## config.mk

```make
export PLATFORM = sky130hd
export DESIGN_NAME = ssc_profile_gen
export DESIGN_NICKNAME = d
export VERILOG_FILES = /design/src/rtl/ssc_pkg.sv /design/src/rtl/ssc_phase.sv /design/src/rtl/ssc_ramp.sv /design/src/rtl/ssc_cfg.sv /design/src/rtl/ssc_profile_gen.sv
export SDC_FILE = /design/constraint.sdc
export NUM_CORES = 1
export LEC_CHECK = 0
export ABC_CLOCK_PERIOD_IN_PS = 8500
export BUFFER_PORTS_ARGS = -buffer_cell sky130_fd_sc_hd__buf_2
export CAP_MARGIN = 20
export CORE_MARGIN = 2
export CORE_UTILIZATION = 60
export CTS_BUF_LIST = sky130_fd_sc_hd__clkbuf_2 sky130_fd_sc_hd__clkbuf_4 sky130_fd_sc_hd__clkbuf_8
export CTS_CLUSTER_SIZE = 24
export DETAILED_ROUTE_END_ITERATION = 16
export PLACE_DENSITY = 0.87
export SYNTH_ARGS = -nofsm -noshare
export SYNTH_HDL_FRONTEND = slang
export SYNTH_SLANG_ARGS = --single-unit
```

## constraint.sdc

```tcl
create_clock -name clk -period 8.5 [get_ports clk]
set_input_delay 0.425 -clock clk [delete_from_list [all_inputs] [get_ports clk]]
set_output_delay 0.425 -clock clk [all_outputs]
set_load 0.01 [all_outputs]
```

## src/rtl/ssc_pkg.sv

```systemverilog
package ssc_pkg;

   // Quarter of the triangle; the order is the ramp sequence
   typedef enum logic [1:0] {
      QTR_RISE_A = 2'd0,
      QTR_FALL_A = 2'd1,
      QTR_FALL_B = 2'd2,
      QTR_RISE_B = 2'd3
   } qtr_e;

   typedef struct packed {
      logic down;
      logic deep;
   } ssc_cfg_t;

   function automatic logic qtr_rising(qtr_e q);
      return (q == QTR_RISE_A) || (q == QTR_RISE_B);
   endfunction

endpackage

```

## src/rtl/ssc_phase.sv

```systemverilog
module ssc_phase
   import ssc_pkg::*;
#(
   parameter int QTR_CYC = 1000
) (
   input  logic clk,
   input  logic rst_n,
   input  logic active_i,
   output qtr_e qtr_o,
   output logic apply_o
);

   localparam int RW = (QTR_CYC > 1) ? $clog2(QTR_CYC) : 1;

   logic [RW-1:0] tick_q;
   qtr_e          qtr_q;
   logic          last_tick;

   assign last_tick = active_i && (tick_q == RW'(QTR_CYC - 1));

   always_ff @(posedge clk or negedge rst_n) begin
      if (!rst_n) begin
         tick_q <= '0;
         qtr_q  <= QTR_RISE_A;
      end else if (!active_i) begin
         tick_q <= '0;
         qtr_q  <= QTR_RISE_A;
      end else if (last_tick) begin
         tick_q <= '0;
         qtr_q  <= qtr_e'(qtr_q + 2'd1);
      end else begin
         tick_q <= tick_q + 1'b1;
      end
   end

   // The ramp value is zero where quarter 1 ends and where quarter 3 ends
   assign apply_o = last_tick && ((qtr_q == QTR_FALL_A) || (qtr_q == QTR_RISE_B));
   assign qtr_o   = qtr_q;


   qtr_hold_chk: assert property (@(posedge clk) disable iff (!rst_n)
      (active_i && !last_tick) |=> (qtr_q == $past(qtr_q)));

endmodule

```

## src/rtl/ssc_ramp.sv

```systemverilog
module ssc_ramp #(
   parameter int QTR_CYC = 1000,
   parameter int AMP_W   = 8,
   parameter int OFF_W   = 10
) (
   input  logic                    clk,
   input  logic                    rst_n,
   input  logic                    active_i,
   input  logic                    rising_i,
   input  logic [AMP_W-1:0]        amp_i,
   output logic signed [OFF_W-1:0] lvl_o
);

   localparam int EW = $clog2(2 * QTR_CYC) + 1;
   localparam logic signed [OFF_W-1:0] ONE = 1;

   logic [EW-1:0]           acc_q;
   logic [EW-1:0]           acc_sum;
   logic                    carry;
   logic signed [OFF_W-1:0] lvl_q;

   assign acc_sum = acc_q + EW'(amp_i);
   assign carry   = (acc_sum >= EW'(QTR_CYC));

   always_ff @(posedge clk or negedge rst_n) begin
      if (!rst_n) begin
         acc_q <= '0;
         lvl_q <= '0;
      end else if (!active_i) begin
         acc_q <= '0;
         lvl_q <= '0;
      end else begin
         acc_q <= carry ? (acc_sum - EW'(QTR_CYC)) : acc_sum;
         if (carry) lvl_q <= rising_i ? (lvl_q + ONE) : (lvl_q - ONE);
      end
   end

   assign lvl_o = lvl_q;


   acc_bound_chk: assert property (@(posedge clk) disable iff (!rst_n)
      acc_q < EW'(QTR_CYC));


   step_lsb_chk: assert property (@(posedge clk) disable iff (!rst_n)
      active_i |=> ((lvl_q == $past(lvl_q)) || (lvl_q == $past(lvl_q) + ONE) ||
                    (lvl_q == $past(lvl_q) - ONE)));

endmodule

```

## src/rtl/ssc_cfg.sv

```systemverilog
module ssc_cfg
   import ssc_pkg::*;
(
   input  logic     clk,
   input  logic     rst_n,
   input  logic     active_i,
   input  logic     apply_i,
   input  logic     down_i,
   input  logic     deep_i,
   output ssc_cfg_t cfg_o
);

   ssc_cfg_t cfg_q;

   always_ff @(posedge clk or negedge rst_n) begin
      if (!rst_n)                     cfg_q <= '0;
      else if (!active_i || apply_i)  cfg_q <= '{down: down_i, deep: deep_i};
   end

   assign cfg_o = cfg_q;


   cfg_hold_chk: assert property (@(posedge clk) disable iff (!rst_n)
      (active_i && !apply_i) |=> (cfg_q == $past(cfg_q)));

endmodule

```

## src/rtl/ssc_profile_gen.sv

```systemverilog
module ssc_profile_gen
   import ssc_pkg::*;
#(
   parameter int PERIOD_CYC = 4000,
   parameter int AMP_LO     = 50,
   parameter int AMP_HI     = 150,
   parameter int OFF_W      = 10
) (
   input  logic                    clk,
   input  logic                    rst_n,
   input  logic                    pd_n,
   input  logic                    mod_en_i,
   input  logic                    spread_down_i,
   input  logic                    depth_hi_i,
   output logic signed [OFF_W-1:0] offset_o,
   output logic                    active_o
);

   localparam int QTR_CYC = PERIOD_CYC / 4;
   localparam int AMP_W   = $clog2(AMP_HI + 1);

   // Elaboration-time parameter checks
   if (PERIOD_CYC % 4 != 0 || PERIOD_CYC < 8) begin : g_bad_period
      $error("PERIOD_CYC must be a multiple of 4 and at least 8");
   end
   if (AMP_LO < 1 || AMP_LO > AMP_HI) begin : g_bad_amp_order
      $error("AMP_LO must lie in 1..AMP_HI");
   end
   if (AMP_HI > QTR_CYC) begin : g_bad_amp_slope
      $error("AMP_HI must not exceed PERIOD_CYC/4 (one LSB per tick at most)");
   end
   if (2 * AMP_HI >= (1 << (OFF_W - 1))) begin : g_bad_width
      $error("OFF_W too narrow for a swing of 2*AMP_HI");
   end

   logic                    run;
   logic                    active_q;
   qtr_e                    qtr;
   logic                    apply;
   ssc_cfg_t                cfg;
   logic [AMP_W-1:0]        amp;
   logic signed [OFF_W-1:0] amp_s;
   logic signed [OFF_W-1:0] mid;
   logic signed [OFF_W-1:0] lvl;

   assign run = pd_n && mod_en_i;

   always_ff @(posedge clk or negedge rst_n) begin
      if (!rst_n) active_q <= 1'b0;
      else        active_q <= run;
   end

   ssc_phase #(.QTR_CYC(QTR_CYC)) u_phase (
      .clk      (clk),
      .rst_n    (rst_n),
      .active_i (active_q),
      .qtr_o    (qtr),
      .apply_o  (apply)
   );

   ssc_cfg u_cfg (
      .clk      (clk),
      .rst_n    (rst_n),
      .active_i (active_q),
      .apply_i  (apply),
      .down_i   (spread_down_i),
      .deep_i   (depth_hi_i),
      .cfg_o    (cfg)
   );

   assign amp   = cfg.deep ? AMP_W'(AMP_HI) : AMP_W'(AMP_LO);
   assign amp_s = $signed({{(OFF_W - AMP_W){1'b0}}, amp});
   assign mid   = cfg.down ? -amp_s : '0;

   ssc_ramp #(.QTR_CYC(QTR_CYC), .AMP_W(AMP_W), .OFF_W(OFF_W)) u_ramp (
      .clk      (clk),
      .rst_n    (rst_n),
      .active_i (active_q),
      .rising_i (qtr_rising(qtr)),
      .amp_i    (amp),
      .lvl_o    (lvl)
   );

   assign offset_o = active_q ? (mid + lvl) : '0;
   assign active_o = active_q;


   amp_bound_chk: assert property (@(posedge clk) disable iff (!rst_n)
      active_q |-> ((lvl <= amp_s) && (lvl >= -amp_s)));


   down_nonpos_chk: assert property (@(posedge clk) disable iff (!rst_n)
      (active_q && cfg.down) |-> (offset_o <= 0));


   idle_zero_chk: assert property (@(posedge clk) disable iff (!rst_n)
      !run |=> ((offset_o == 0) && !active_o));


   restart_mid_chk: assert property (@(posedge clk) disable iff (!rst_n)
      $rose(active_q) |-> (lvl == 0));

endmodule

```

# Yosys cells after proc, flatten, opt, wreduce, memory -nomap -nowiden
# Cells that the tools add are included.
# W data, S select, Z words.
# totals
input_bits	6
register_bits	37
out_inout_bits	11
# classes
n_mux	12
eq_ne	5
n_reduce_logical	8
magnitude_cmp	1
addsub	8
# op_table
cell	n
$mux W10	7
$mux W12	2
$add A12 B8 Y12	1
$ge A12 B10 Y1 const B	1
$sub A12 B10 Y12 const B	1
$add A10 B1 Y10 const B	1
$add A10 B10 Y10	1
$add A10 B2 Y10 const B	1
$eq A10 B10 Y1 const B	1
$neg A8 Y10	1
$sub A10 B2 Y10 const B	1
$mux W8	1
$mux W2	2
$ne A2 B1 Y1 const B	2
$logic_and A1 B1 Y1	3
$logic_or A1 B1 Y1	3
$add A2 B1 Y2 const B	1
$eq A2 B1 Y1 const B	1
$eq A2 B2 Y1 const B	1
$logic_not A2 Y1	1
$logic_not A1 Y1	1

# Depth between registers and ports, before layout
# depth
depth_word	5
ltp_mapped	11

# Cells and area by module
# A second synthesis with hierarchy kept.
# unflattened
hier_cells	345
area_unflattened_um2	3189.3
# modules_own_cells
mod	instances	seq_area_each_um2	cells_per_inst	area_per_inst_um2
ssc_ramp	1	550.5	216	2024.4
ssc_phase	1	300.3	67	646.9
ssc_profile_gen	1	25.0	57	424.2
ssc_cfg	1	50.0	5	93.8

# Least setup slack after synthesis
# OpenSTA, ideal clock, no wires.
# synth_path
path_kind	register to register
startpoint	reg u_cfg.cfg_q, in the netlist u_cfg.cfg_o[0]
endpoint	reg u_ramp.acc_q[5]
stages_incl_launch_ff	10
n_path_buf	0
t_arrival_ps	2778
synth_period_minus_slack_ps	2856
setup_time_ps	78
required_time_ps	8422
slack_ps	5644
path_cell_list	dfrtp_1 > inv_1 > fa_1 > and2b_4 > o31ai_2 > xor2_2 > a2111o_1 > o311a_4 > or3_1 > a21oi_1
# synth_via
elab_chain_cells	5
# synth_lines
item	line_no	rtl
from (decl)	ssc_cfg.sv:13	ssc_cfg_t cfg_q;
from (signal assigned)	ssc_cfg.sv:17	else if (!active_i || apply_i) cfg_q <= '{down: down_i, deep: deep_i};
$mux W8 *	ssc_profile_gen.sv:71	assign amp = cfg.deep ? AMP_W'(AMP_HI) : AMP_W'(AMP_LO);
$add A12 B8 Y12 *	ssc_ramp.sv:22	assign acc_sum = acc_q + EW'(amp_i);
$sub A12 B10 Y12 / $ge A12 B10 Y1 (equally long branches)	ssc_ramp.sv:33, ssc_ramp.sv:23	
$mux W12 *	ssc_ramp.sv:33	acc_q <= carry ? (acc_sum - EW'(QTR_CYC)) : acc_sum;
$mux W12 *	ssc_ramp.sv:29	end else if (!active_i) begin
to (signal assigned)	ssc_ramp.sv:33	
to (decl)	ssc_ramp.sv:17	logic [EW-1:0] acc_q;
# Mark *: on every way between the ends. The rest lies on a longest branch, timed or not.
# A chain may end at the register's enable or synchronous reset.

# Worst setup path after layout
# layout_path
startpoint	reg u_cfg.cfg_q, in the netlist u_cfg.cfg_o[0]
endpoint	reg u_ramp.acc_q[6]
# Same word-level chain as after synthesis.

==> flow_summary.ini <==
[floorplanning]
start_util = 0.613
die-area_um2 = 4930
ios = 17
rows = 24
die_h_um = 70.2
die_w_um = 70.2
core_um2 = 4290

[cts]
ctsRootBufferMaster = clkbuf_8
clock_latency_ns = 0.28
clock_path_buffers = 2
cts_buffers = 5
cts_resized = 0
clkTransAtPathRegs_ns = 0.08
hold_buffers = 0
clkSinkCount = 36
cts_tree = yes
post_cts_buffers = 0
cts_htree_levels = 2

[synth]
synth_top_area_frac = 0.342
synth.cell_area_um2 = 2630
yosys_most_used_dff = dfrtp_1
ys_seq_elements = 36
synth_edf_count = 0
syn_nets = 318
yosysWarnings = 0
synthTopCellsByArea = dfrtp_1 34%, ha_1 10%, xnor2_1 7.7%
synth-async-reset-ratio = 1.00
synth.distinct_cells = 52
syn_area_per_cell_um2 = 9.17
seq_area_frac_synth = 0.342
yosysTopAreaCell = dfrtp_1
synth_cells = 287

[grt]
grt_start_max_net_pins = 37
grt_pass1_wl_um = 9500
antenna_found_initial = 0
globalRouteOverflowTotal = 0
grt_pass1_vias = 2137
grt_usage = 0.238

[layout]
n_antenna_cell = 0
fin_nets = 333
fillers = 336
final_cell_mix = 36 x dfrtp_1, 35 x nor2_1, 30 x nand2_1
final_util = 0.664
layoutNonFillerInstCount = 355
drive_gt1_frac = 0.122
area_growth_pct = 8.27
final_common_cell = dfrtp_1

[detailed_routing]
drt_iter0_drc = 177
finalWirelength_um = 5220
drc = 0
dr.pass1.iters = 4
drtAntennaViolNets = 0
post_drt_via_cell_ratio = 5.83
wl_per_cell_um = 14.7
dr_total_vias = 2071

[power_and_ir_drop]
vdd_ir_drop_max_uv = 72.9
p_total_w = 0.000381
leakagePower_nw = 1.27
p_per_area_nw_per_um2 = 134

[setup_path]
crit_required_ns = 8.63
reg2reg_from = u_cfg.cfg_o[0]
path_delay_family = compound AO/OA/AOI/OAI gates
critical_path_class = flop to flop
cp_slowest_cell = o311ai_2
slowest_delay_ns = 0.86
setup.worst_path.end_class = flop
path_max_fanout = 14
r2r_end = u_ramp.acc_q[6]
cp_cell_sequence = inv_1 -> fa_1 -> and2b_4 -> o31ai_2 -> xor2_2 -> a2111o_1 -> o311ai_2 -> a21o_1 -> a21oi_1
crit_buf_inv = 1
critPathLaunchType = flop
reg2reg_depth = 9
rrSetupSlack_ns = 5.11
crit_arrival_ns = 3.52

[timing]
rsz0062_at_grt = no
fmax_mhz = 295
whs_ns = 0.220
fin_tns_setup_ns = 0
setup_viol = 0
skew_ns = 0.0105
period_minus_slack_ns = 3.39
slew_viol_final = 0
hold_viol = 0
fin_crit_sh = 0.399
slew_headroom = 0.348
worst_pin_slew_ns = 0.977

[flow_run]
drv_cap = 0

[place]
port_buffers = 16
routabilityCongestion = 0.904
dp_cells = 347
place_hpwl_um = 3790

[min_path]
hp-class = input pin to asynchronous set/reset pin

[run_status]
status = finished, final reports clean
## cell usage after synthesis, types with 2 or more instances
cell type  count
nor2_1        35
nand2_1       30
and3_1         3
o21bai_1       2
or3_1          2
nand3_1        4
a21o_1         7
nor4_1         2
mux2i_1        2
xor2_1        11
xnor2_1       23
nand2b_1       3
ha_1          22
inv_1          8
nor2b_1        5
o21ai_0        9
o2111ai_1      2
and2_1         6
o21a_1         2
a31oi_1        2
nor3b_1        4
a21oi_1       21
mux2_2         2
a31o_2         2
buf_4          2
fa_1           3
a211oi_1       3
nor3_1         7
clkbuf_1       4
dfrtp_1       36
nand4_1        2
## report_power, final
| part | internal (W) | switching, W | total [W] | leakage (nW) |
|---|---|---|---|---|
| sequential | 0.000175 | 0.00000549 | 0.000180 | 0.493 |
| clock | 0.0000902 | 0.0000605 | 0.000151 | 0.0586 |
| combinational | 0.0000187 | 0.0000309 | 0.0000496 | 0.714 |
| total | 0.000284 | 0.0000969 | 0.000381 | 1.27 |
## cell families (layout without fill, tap and decap cells)
kind of cell             after synthesis  in the layout  synth area share
adder cells (fa/ha/maj)               25             25             0.127
flip-flops                            36             36             0.342
XOR/XNOR                              35             35             0.119
buffers and inverters                 16             32            0.0261
AO/OA/AOI/OAI                         64             64             0.176
AND/OR/NAND/NOR                      107            107             0.192
multiplexers                           4              4            0.0162
## registers in the layout, indices dropped and copies added, names as in the netlist
register,count
u_phase.tick_q,10
u_phase.qtr_o,2
u_cfg.cfg_o,2
u_ramp.acc_q,11
u_ramp.lvl_o,10
active_o,1
## routing by layer
| layer | vias to the layer above | share of wire | GRT usage |
|---|---|---|---|
| met2 | 59 | 0.50 | 0.389 |
| met4 | 0 | 0.027 | 0.120 |
| met5 | - | 0 | 0 |
| li1 | 1036 | - | - |
| met1 | 958 | 0.43 | 0.298 |
| met3 | 18 | 0.042 | 0.0476 |
## area by class of cell
cell class                 count  area, µm²  area share
sequential                    36        901       0.316
clock inverter                 2       35.0      0.0123
tap                           52       65.1      0.0228
timing repair buffer          16       80.1      0.0281
clock buffer                   6       76.3      0.0268
inverter                       8       30.0      0.0105
multi-input combinational    235       1660       0.583
## worst max path at each step
stage                         from              end  cells after the start
floorplan           u_cfg.cfg_o[0]  u_ramp.acc_q[5]                      9
global placement    u_cfg.cfg_o[0]  u_ramp.acc_q[6]                      9
detailed placement  u_cfg.cfg_o[0]  u_ramp.acc_q[6]                      9
CTS                 u_cfg.cfg_o[0]  u_ramp.acc_q[6]                      9
global route        u_cfg.cfg_o[0]  u_ramp.lvl_o[2]                      9
finish              u_cfg.cfg_o[0]  u_ramp.acc_q[6]                      9
## per-stage QoR
stage	area, µm²	worst slack, ns
after floorplan	2630	5.64
after global placement	2740	5.28
after detailed placement	2740	5.13
after CTS	2850	5.11
after global routing	2850	4.81
final	2850	5.11
Power figures use the tool's default switching activity.
